**src/rtl/wgd_pkg.sv**
```systemverilog
package wgd_pkg;

  typedef enum logic [1:0] {
    S_IDLE = 2'd0,
    S_DATA = 2'd1,
    S_INV  = 2'd2
  } wgd_state_e;

  // Bit period in microseconds for a select code; codes above 5 clamp to 32 ms.
  function automatic int unsigned period_us(input logic [2:0] sel);
    int unsigned ms;
    ms = (sel > 3'd5) ? 32'd32 : (32'd1 << sel);
    return ms * 32'd1000;
  endfunction

  // Timeout limit in ticks: truncated quotient, floored at one tick.
  function automatic int unsigned period_ticks(input logic [2:0] sel,
                                               input int unsigned tick_us);
    int unsigned t;
    t = period_us(sel) / tick_us;
    return (t == 0) ? 32'd1 : t;
  endfunction

endpackage

```
**src/rtl/wgd_sync.sv**
```systemverilog
module wgd_sync #(
  parameter int LANES  = 2,
  parameter int STAGES = 2
) (
  input  logic             clk,
  input  logic             rst_n,
  input  logic             active_high,
  input  logic [LANES-1:0] raw_i,
  output logic [LANES-1:0] act_o
);

  for (genvar g = 0; g < LANES; g++) begin : g_lane
    logic [STAGES-1:0] sh;
    always_ff @(posedge clk) begin
      if (!rst_n) sh <= {STAGES{~active_high}};
      else        sh <= {sh[STAGES-2:0], raw_i[g]};
    end
    // Convert to active-true after the last stage.
    assign act_o[g] = sh[STAGES-1] ^ ~active_high;
  end

endmodule

```
**src/rtl/wgd_tick.sv**
```systemverilog
module wgd_tick #(
  parameter int DIV = 100000
) (
  input  logic clk,
  input  logic rst_n,
  output logic tick_o
);

  localparam int CW = (DIV > 1) ? $clog2(DIV) : 1;

  logic [CW-1:0] cnt_q;

  assign tick_o = (cnt_q == CW'(DIV - 1));

  always_ff @(posedge clk) begin
    if (!rst_n)      cnt_q <= '0;
    else if (tick_o) cnt_q <= '0;
    else             cnt_q <= cnt_q + CW'(1);
  end

  p_tick_spacing_r3: assert property (@(posedge clk) disable iff (!rst_n)
    (tick_o && DIV > 1) |=> !tick_o);

endmodule

```
**src/rtl/wgd_timer.sv**
```systemverilog
module wgd_timer
  import wgd_pkg::*;
#(
  parameter int unsigned TICK_US = 1000
) (
  input  logic       clk,
  input  logic       rst_n,
  input  logic [2:0] sel_i,
  input  logic       tick_i,
  input  logic       start_i,
  input  logic       stop_i,
  output logic       expired_o
);

  localparam int unsigned MAXT = period_ticks(3'd5, TICK_US);
  localparam int          TW   = $clog2(MAXT + 1);

  logic [TW-1:0] lim;
  logic [TW-1:0] tcnt_q;
  logic          armed_q;

  always_comb lim = TW'(period_ticks(sel_i, TICK_US));

  assign expired_o = armed_q && (tcnt_q >= lim);

  always_ff @(posedge clk) begin
    if (!rst_n) begin
      armed_q <= 1'b0;
      tcnt_q  <= '0;
    end else if (start_i) begin
      armed_q <= 1'b1;
      tcnt_q  <= '0;
    end else if (stop_i) begin
      armed_q <= 1'b0;
      tcnt_q  <= '0;
    end else if (tick_i && armed_q && tcnt_q < lim) begin
      tcnt_q  <= tcnt_q + TW'(1);
    end
  end

  // every bit restarts the count from zero
  p_timer_restart_r7: assert property (@(posedge clk) disable iff (!rst_n)
    start_i |=> (armed_q && tcnt_q == '0));

  p_timer_idle_r7: assert property (@(posedge clk) disable iff (!rst_n)
    (stop_i && !start_i) |=> !expired_o);

endmodule

```
**src/rtl/wgd_rx.sv**
```systemverilog
module wgd_rx
  import wgd_pkg::*;
#(
  parameter int          CLKS_PER_TICK = 100000,
  parameter int unsigned TICK_US       = 1000,
  parameter int          FRAME_W       = 64,
  localparam int         CNT_W         = $clog2(FRAME_W + 1)
) (
  input  logic               clk,
  input  logic               rst_n,
  input  logic               cfg_active_high,
  input  logic [2:0]         cfg_period_sel,
  input  logic               d0_i,
  input  logic               d1_i,
  output logic [FRAME_W-1:0] frame_bits_o,
  output logic [CNT_W-1:0]   bit_count_o,
  output logic               frame_ovf_o,
  output logic               frame_done_o,
  output logic               error_o
);

  function automatic logic [FRAME_W-1:0] push_bit(input logic [FRAME_W-1:0] cur,
                                                  input logic b);
    return {cur[FRAME_W-2:0], b};
  endfunction

  function automatic logic room_left(input logic [CNT_W-1:0] n);
    return n < CNT_W'(FRAME_W);
  endfunction

  // Synchronised, polarity-corrected lines: act[0] zero line, act[1] one line.
  logic [1:0] act;
  logic [1:0] prev_q;
  logic       tick;
  logic       expired;

  wgd_sync #(.LANES(2), .STAGES(2)) u_sync (
    .clk        (clk),
    .rst_n      (rst_n),
    .active_high(cfg_active_high),
    .raw_i      ({d1_i, d0_i}),
    .act_o      (act)
  );

  wgd_tick #(.DIV(CLKS_PER_TICK)) u_tick (
    .clk   (clk),
    .rst_n (rst_n),
    .tick_o(tick)
  );

  // Named events
  wgd_state_e state_q, state_d;
  logic pair_chg, live, pat_none, pat_zero, pat_one, pat_both;
  logic bit_evt, bit_val, clash_evt, clear_evt, tmo_evt, quiet_end, stuck_evt;
  logic enter_inv, report_evt, timer_stop;

  assign pair_chg   = (act != prev_q);
  assign live       = (state_q != S_INV);
  assign pat_none   = (act == 2'b00);
  assign pat_zero   = (act == 2'b01);
  assign pat_one    = (act == 2'b10);
  assign pat_both   = (act == 2'b11);
  assign bit_evt    = pair_chg && live && (pat_zero || pat_one);
  assign bit_val    = pat_one;
  assign clash_evt  = pair_chg && live && pat_both;
  assign clear_evt  = pair_chg && !live && pat_none;
  assign tmo_evt    = !pair_chg && expired;
  assign quiet_end  = tmo_evt && pat_none;
  assign stuck_evt  = tmo_evt && !pat_none;
  assign enter_inv  = clash_evt || stuck_evt;
  assign report_evt = (state_q == S_DATA) && (enter_inv || quiet_end);
  assign timer_stop = enter_inv || quiet_end || clear_evt;

  wgd_timer #(.TICK_US(TICK_US)) u_timer (
    .clk      (clk),
    .rst_n    (rst_n),
    .sel_i    (cfg_period_sel),
    .tick_i   (tick),
    .start_i  (bit_evt),
    .stop_i   (timer_stop),
    .expired_o(expired)
  );

  always_comb begin
    state_d = state_q;
    if (bit_evt)                     state_d = S_DATA;
    else if (enter_inv)              state_d = S_INV;
    else if (quiet_end || clear_evt) state_d = S_IDLE;
  end

  // Frame accumulator
  logic [FRAME_W-1:0] acc_q;
  logic [CNT_W-1:0]   acc_cnt_q;
  logic               acc_ovf_q;

  always_ff @(posedge clk) begin
    if (!rst_n) begin
      state_q      <= S_IDLE;
      prev_q       <= 2'b00;
      acc_q        <= '0;
      acc_cnt_q    <= '0;
      acc_ovf_q    <= 1'b0;
      frame_bits_o <= '0;
      bit_count_o  <= '0;
      frame_ovf_o  <= 1'b0;
      frame_done_o <= 1'b0;
      error_o      <= 1'b0;
    end else begin
      state_q      <= state_d;
      prev_q       <= act;
      frame_done_o <= report_evt;
      error_o      <= enter_inv;
      if (bit_evt) begin
        if (state_q != S_DATA) begin
          acc_q     <= FRAME_W'(bit_val);
          acc_cnt_q <= CNT_W'(1);
          acc_ovf_q <= 1'b0;
        end else if (room_left(acc_cnt_q)) begin
          acc_q     <= push_bit(acc_q, bit_val);
          acc_cnt_q <= acc_cnt_q + CNT_W'(1);
        end else begin
          acc_ovf_q <= 1'b1;
        end
      end
      if (report_evt) begin
        frame_bits_o <= acc_q;
        bit_count_o  <= acc_cnt_q;
        frame_ovf_o  <= acc_ovf_q;
      end
    end
  end

  // Assertions
  p_held_no_bit_r4: assert property (@(posedge clk) disable iff (!rst_n)
    (!pair_chg && state_q == S_DATA) |=> $stable(acc_cnt_q));

  p_err_invalid_r5: assert property (@(posedge clk) disable iff (!rst_n)
    error_o |-> (state_q == S_INV));

  p_inv_sticky_r6: assert property (@(posedge clk) disable iff (!rst_n)
    (state_q == S_INV && !pat_none) |=> (state_q == S_INV && !frame_done_o));

  p_inv_exit_r6: assert property (@(posedge clk) disable iff (!rst_n)
    (state_q == S_INV && pat_none && prev_q != 2'b00) |=> (state_q == S_IDLE));

  p_done_left_data_r9: assert property (@(posedge clk) disable iff (!rst_n)
    frame_done_o |-> (state_q != S_DATA));

  p_done_strobe_r9: assert property (@(posedge clk) disable iff (!rst_n)
    frame_done_o |=> !frame_done_o);

  p_count_cap_r10: assert property (@(posedge clk) disable iff (!rst_n)
    bit_count_o <= CNT_W'(FRAME_W));

  p_report_hold_r11: assert property (@(posedge clk) disable iff (!rst_n)
    !frame_done_o |-> ($stable(bit_count_o) && $stable(frame_bits_o) && $stable(frame_ovf_o)));

endmodule

```
**config.mk**
```make
export PLATFORM = sky130hd
export DESIGN_NAME = wgd_rx
export DESIGN_NICKNAME = d
export VERILOG_FILES = /design/src/rtl/wgd_pkg.sv /design/src/rtl/wgd_sync.sv /design/src/rtl/wgd_tick.sv /design/src/rtl/wgd_timer.sv /design/src/rtl/wgd_rx.sv
export SDC_FILE = /design/constraint.sdc
export NUM_CORES = 1
export LEC_CHECK = 0
export BUFFER_PORTS_ARGS = -buffer_cell sky130_fd_sc_hd__buf_2
export CAP_MARGIN = 20
export CORE_MARGIN = 2
export CORE_UTILIZATION = 60
export DETAILED_ROUTE_END_ITERATION = 6
export PLACE_DENSITY = 0.77
export SETUP_SLACK_MARGIN = 0.02
export SLEW_MARGIN = 25
export SYNTH_ARGS = -nofsm -noshare
export SYNTH_HDL_FRONTEND = slang
export SYNTH_SLANG_ARGS = --single-unit
```
**constraint.sdc**
```tcl
create_clock -name clk -period 29.3 [get_ports clk]
set_input_delay 2.93 -clock clk [delete_from_list [all_inputs] [get_ports clk]]
set_output_delay 2.93 -clock clk [all_outputs]
set_load 0.1 [all_outputs]
```
==> results.md <==
- Status: finished, final reports clean
- Max Clk Rate: 0.05267 GHz
- Fillcell total: 1,632
- Reg2Reg Launch Point: u_timer.tcnt_q[3]$_SDFFE_PP0P_
- Worst Hold Launch: u_sync.g_lane[0].sh[0]$_DFF_P_
- Share of cells above drive strength 1: 13.64%
- Die ar.: 20,690 um2
- WHS Endpoint: u_sync.g_lane[0].sh[1]$_DFF_P_
- Num CTS Buffers: 17
- Max-Cap Viols: 0
- Synthesized area per cell: 8.002 um2
- Area occupied by multi-input gates: 7731 um2
- RSZ-0062 raised after global routing: no
- Largest net degree at the start of global routing: 104
- HPWL Detailed: 21,160 um
- Site Rows: 51
- Count of final setup violators: 0
- R2r setup slk: 26.13 ns
- Vias per std cell: 6.148
- Layout area overhead: 9.866%
- Arr. time, crit path: 19.34 ns
- Buffers added on ports: 81
- Max Used Layer: met4
- Slew @ Worst Pin: 1.006 ns
- Worst Skew: 0.01214 ns
- Sequential cell area: 3563 um2
- Primary FF master, synth: dfxtp_1
- Worst path required time: 29.65 ns
- Count of warnings emitted by yosys: 0
- Tcrit/Tclk final: 64.80%
- # clock sinks: 178
- Sequential fraction of the synthesis area: 30.38%
- CP Class: input pin to flop
- Startpoint Class: input pin
- Final min period: 18.99 ns
- #FFs+latches synth: 178
- CTS H-tree depth: 4
- CTS tree: built
- Routability cong.: 0.9337
- # IOs: 82
- M1 wire length: 13,220 um
- Worst reg2reg endpoint: frame_bits_o[41]$_SDFFE_PN0P_
- Critical Path End Type: flop
- CTS Hold Buffers Added: 0
- Synthesized area: 11,730 um2
- Worst path slowest cell: mux2i_1
- Post-synth EDFFs: 0
- Vias in the first global route: 10,228
- Die Ht: 143.8 um
- DR iter-0 viols: 792
- Drt total wl: 29,710 um
- Vias post-DR: 11,017
- Post-CTS Setup Repair Bufs: 0
- HP Class: flop to flop
- GRT Util Overall: 28.96%
- DRT Pass-1 Iters: 5
- Synth Instances: 1,466
- Yosys cell types: 119
- Antenna-violating nets left: 0
- Slew Limit Fails: 0
- Critical Path Max Stage Delay: 0.82 ns
- Final hold viol count: 0
- Post-synth top area share: 30.38%
- CTS clock-pin slew for the worst setup and hold paths: 0.07 ns
- Initial antenna violation count: 2
- Layout net count: 1,592
- DRC viols: 0
- Area leader, netlist: dfxtp_1
- Avg WL per Cell: 16.58 um
- Total congestion overflow: 0
- First-pass GRT wire length: 49,590 um
- Starting density of the core: 60.67%
- Core ar.: 19,330 um2
- CP Max Fanout: 73
- Ys async rst share: 0%
- Final Util: 66.66%
- Slew headroom: 32.97%
- Hold path cells: 1
- Most common cell after layout, fill and taps aside: nand2_1
- CTS resizes: 0
- Cell mode on critical path: ha_1
- Clk_lat worst skew: 0.43 ns
- Worst Reg-to-Reg Cells: 11
- Met3 routed WL: 1579 um
- Die width: 143.8 um
- Met2 WL post-DR: 13,920 um
- Clock Tree Buf Depth: 2
- Largest cells by area after synthesis: dfxtp_1 30%, nand2_1 6.9%, ha_1 5.9%, a21oi_1 5.3%, nor2_1 5.1%
- Root Buffer Master: clkbuf_16
- Setup TNS: 0 ns
- Most frequent cells in the layout: 216 x nand2_1, 178 x dfxtp_1, 157 x nor2_1, 124 x a21oi_1, 81 x buf_2
==> kinds of logic after synthesis <==
kind of cell / after synthesis / share of synthesized area, %
fa+ha+maj: 74 / 8.938
simple gates: 587 / 23.63
other cells: 2 / 0.06402
buf+inv: 122 / 4.287
compound gates: 417 / 25.61
xor+xnor: 61 / 4.799
mux: 25 / 2.293
flops: 178 / 30.38
==> Yosys cell counts, drive strengths merged (12+ instances only) <==
| library cell | number |
|---|---|
| and3 | 15 |
| inv | 47 |
| xnor2 | 37 |
| or2 | 12 |
| nand3 | 35 |
| mux2i | 16 |
| nand2b | 19 |
| xor2 | 23 |
| a31oi | 13 |
| and2 | 14 |
| fa | 17 |
| or3 | 12 |
| a21o | 18 |
| dfxtp | 178 |
| a211oi | 16 |
| o211ai | 17 |
| nand4 | 22 |
| a22oi | 73 |
| nor3 | 33 |
| clkbuf | 58 |
| a21oi | 130 |
| o21ai | 54 |
| buf | 16 |
| ha | 55 |
| nand2 | 217 |
| nor2 | 162 |
==> worst max-delay path, delay by kind of cell <==
kind	cells	cell delay (ns)
xor+xnor	2	0.65
mux	3	1.52
fa+ha+maj	9	3.18
buf+inv	9	1.71
compound gates	23	6.38
simple gates	14	2.85
==> area by class of cell <==
type                            instances  area share (%)
Clock buffer                           17           3.301
Antenna cell                            2         0.03883
Clock inverter                         15           1.466
Sequential cell                       178           27.65
Inverter                               48           1.437
Tap cell                              265           2.573
Timing Repair Buffer                   88           3.553
Multi-Input combinational cell       1179           59.98
==> how the worst max path moves through the flow <==
stage | from | to | cells past startpoint
after floorplan | cfg_period_sel[2] | frame_bits_o[54]$_SDFFE_PN0P_ | 67
after global placement | cfg_period_sel[2] | frame_bits_o[61]$_SDFFE_PN0P_ | 60
after detailed placement | cfg_period_sel[2] | frame_bits_o[41]$_SDFFE_PN0P_ | 60
after CTS | cfg_period_sel[2] | frame_bits_o[0]$_SDFFE_PN0P_ | 60
after global routing | cfg_period_sel[2] | frame_bits_o[35]$_SDFFE_PN0P_ | 60
final | cfg_period_sel[2] | frame_bits_o[41]$_SDFFE_PN0P_ | 60
==> per-layer routing <==
layer	global-route usage, %	vias to the layer above
li1	-	5374
met1	38.49	5187
met2	47.44	380
met3	4.299	76
met4	11.40	0
met5	0	-
==> metrics by stage <==
stage | cell area, um2 | worst slack (ns) | cells | hold WS [ns]
after CTS | 12880 | 10.49 | 1790 | 0.4369
after global routing | 12890 | 9.038 | 1791 | 0.4642
final | 12890 | 10.31 | 1792 | 0.4398
after floorplan | 11780 | 12.43 | 1479 | 0.4078
after global placement | 12270 | 10.72 | 1758 | 0.4146
after detailed placement | 12270 | 10.12 | 1758 | 0.4170
==> flip-flops by register name (all words and copies together) (netlist names) <==
register,count
u_timer.tcnt_q,6
frame_bits_o,64
prev_q,2
u_tick.cnt_q,17
frame_ovf_o,1
acc_q,64
state_q,2
error_o,1
bit_count_o,7
u_sync.g_lane.sh,4
frame_done_o,1
acc_cnt_q,7
u_timer.armed_q,1
acc_ovf_q,1
Power is not shown: default switching activity piles up to over one toggle a cycle in this logic, so the estimate is an artifact.
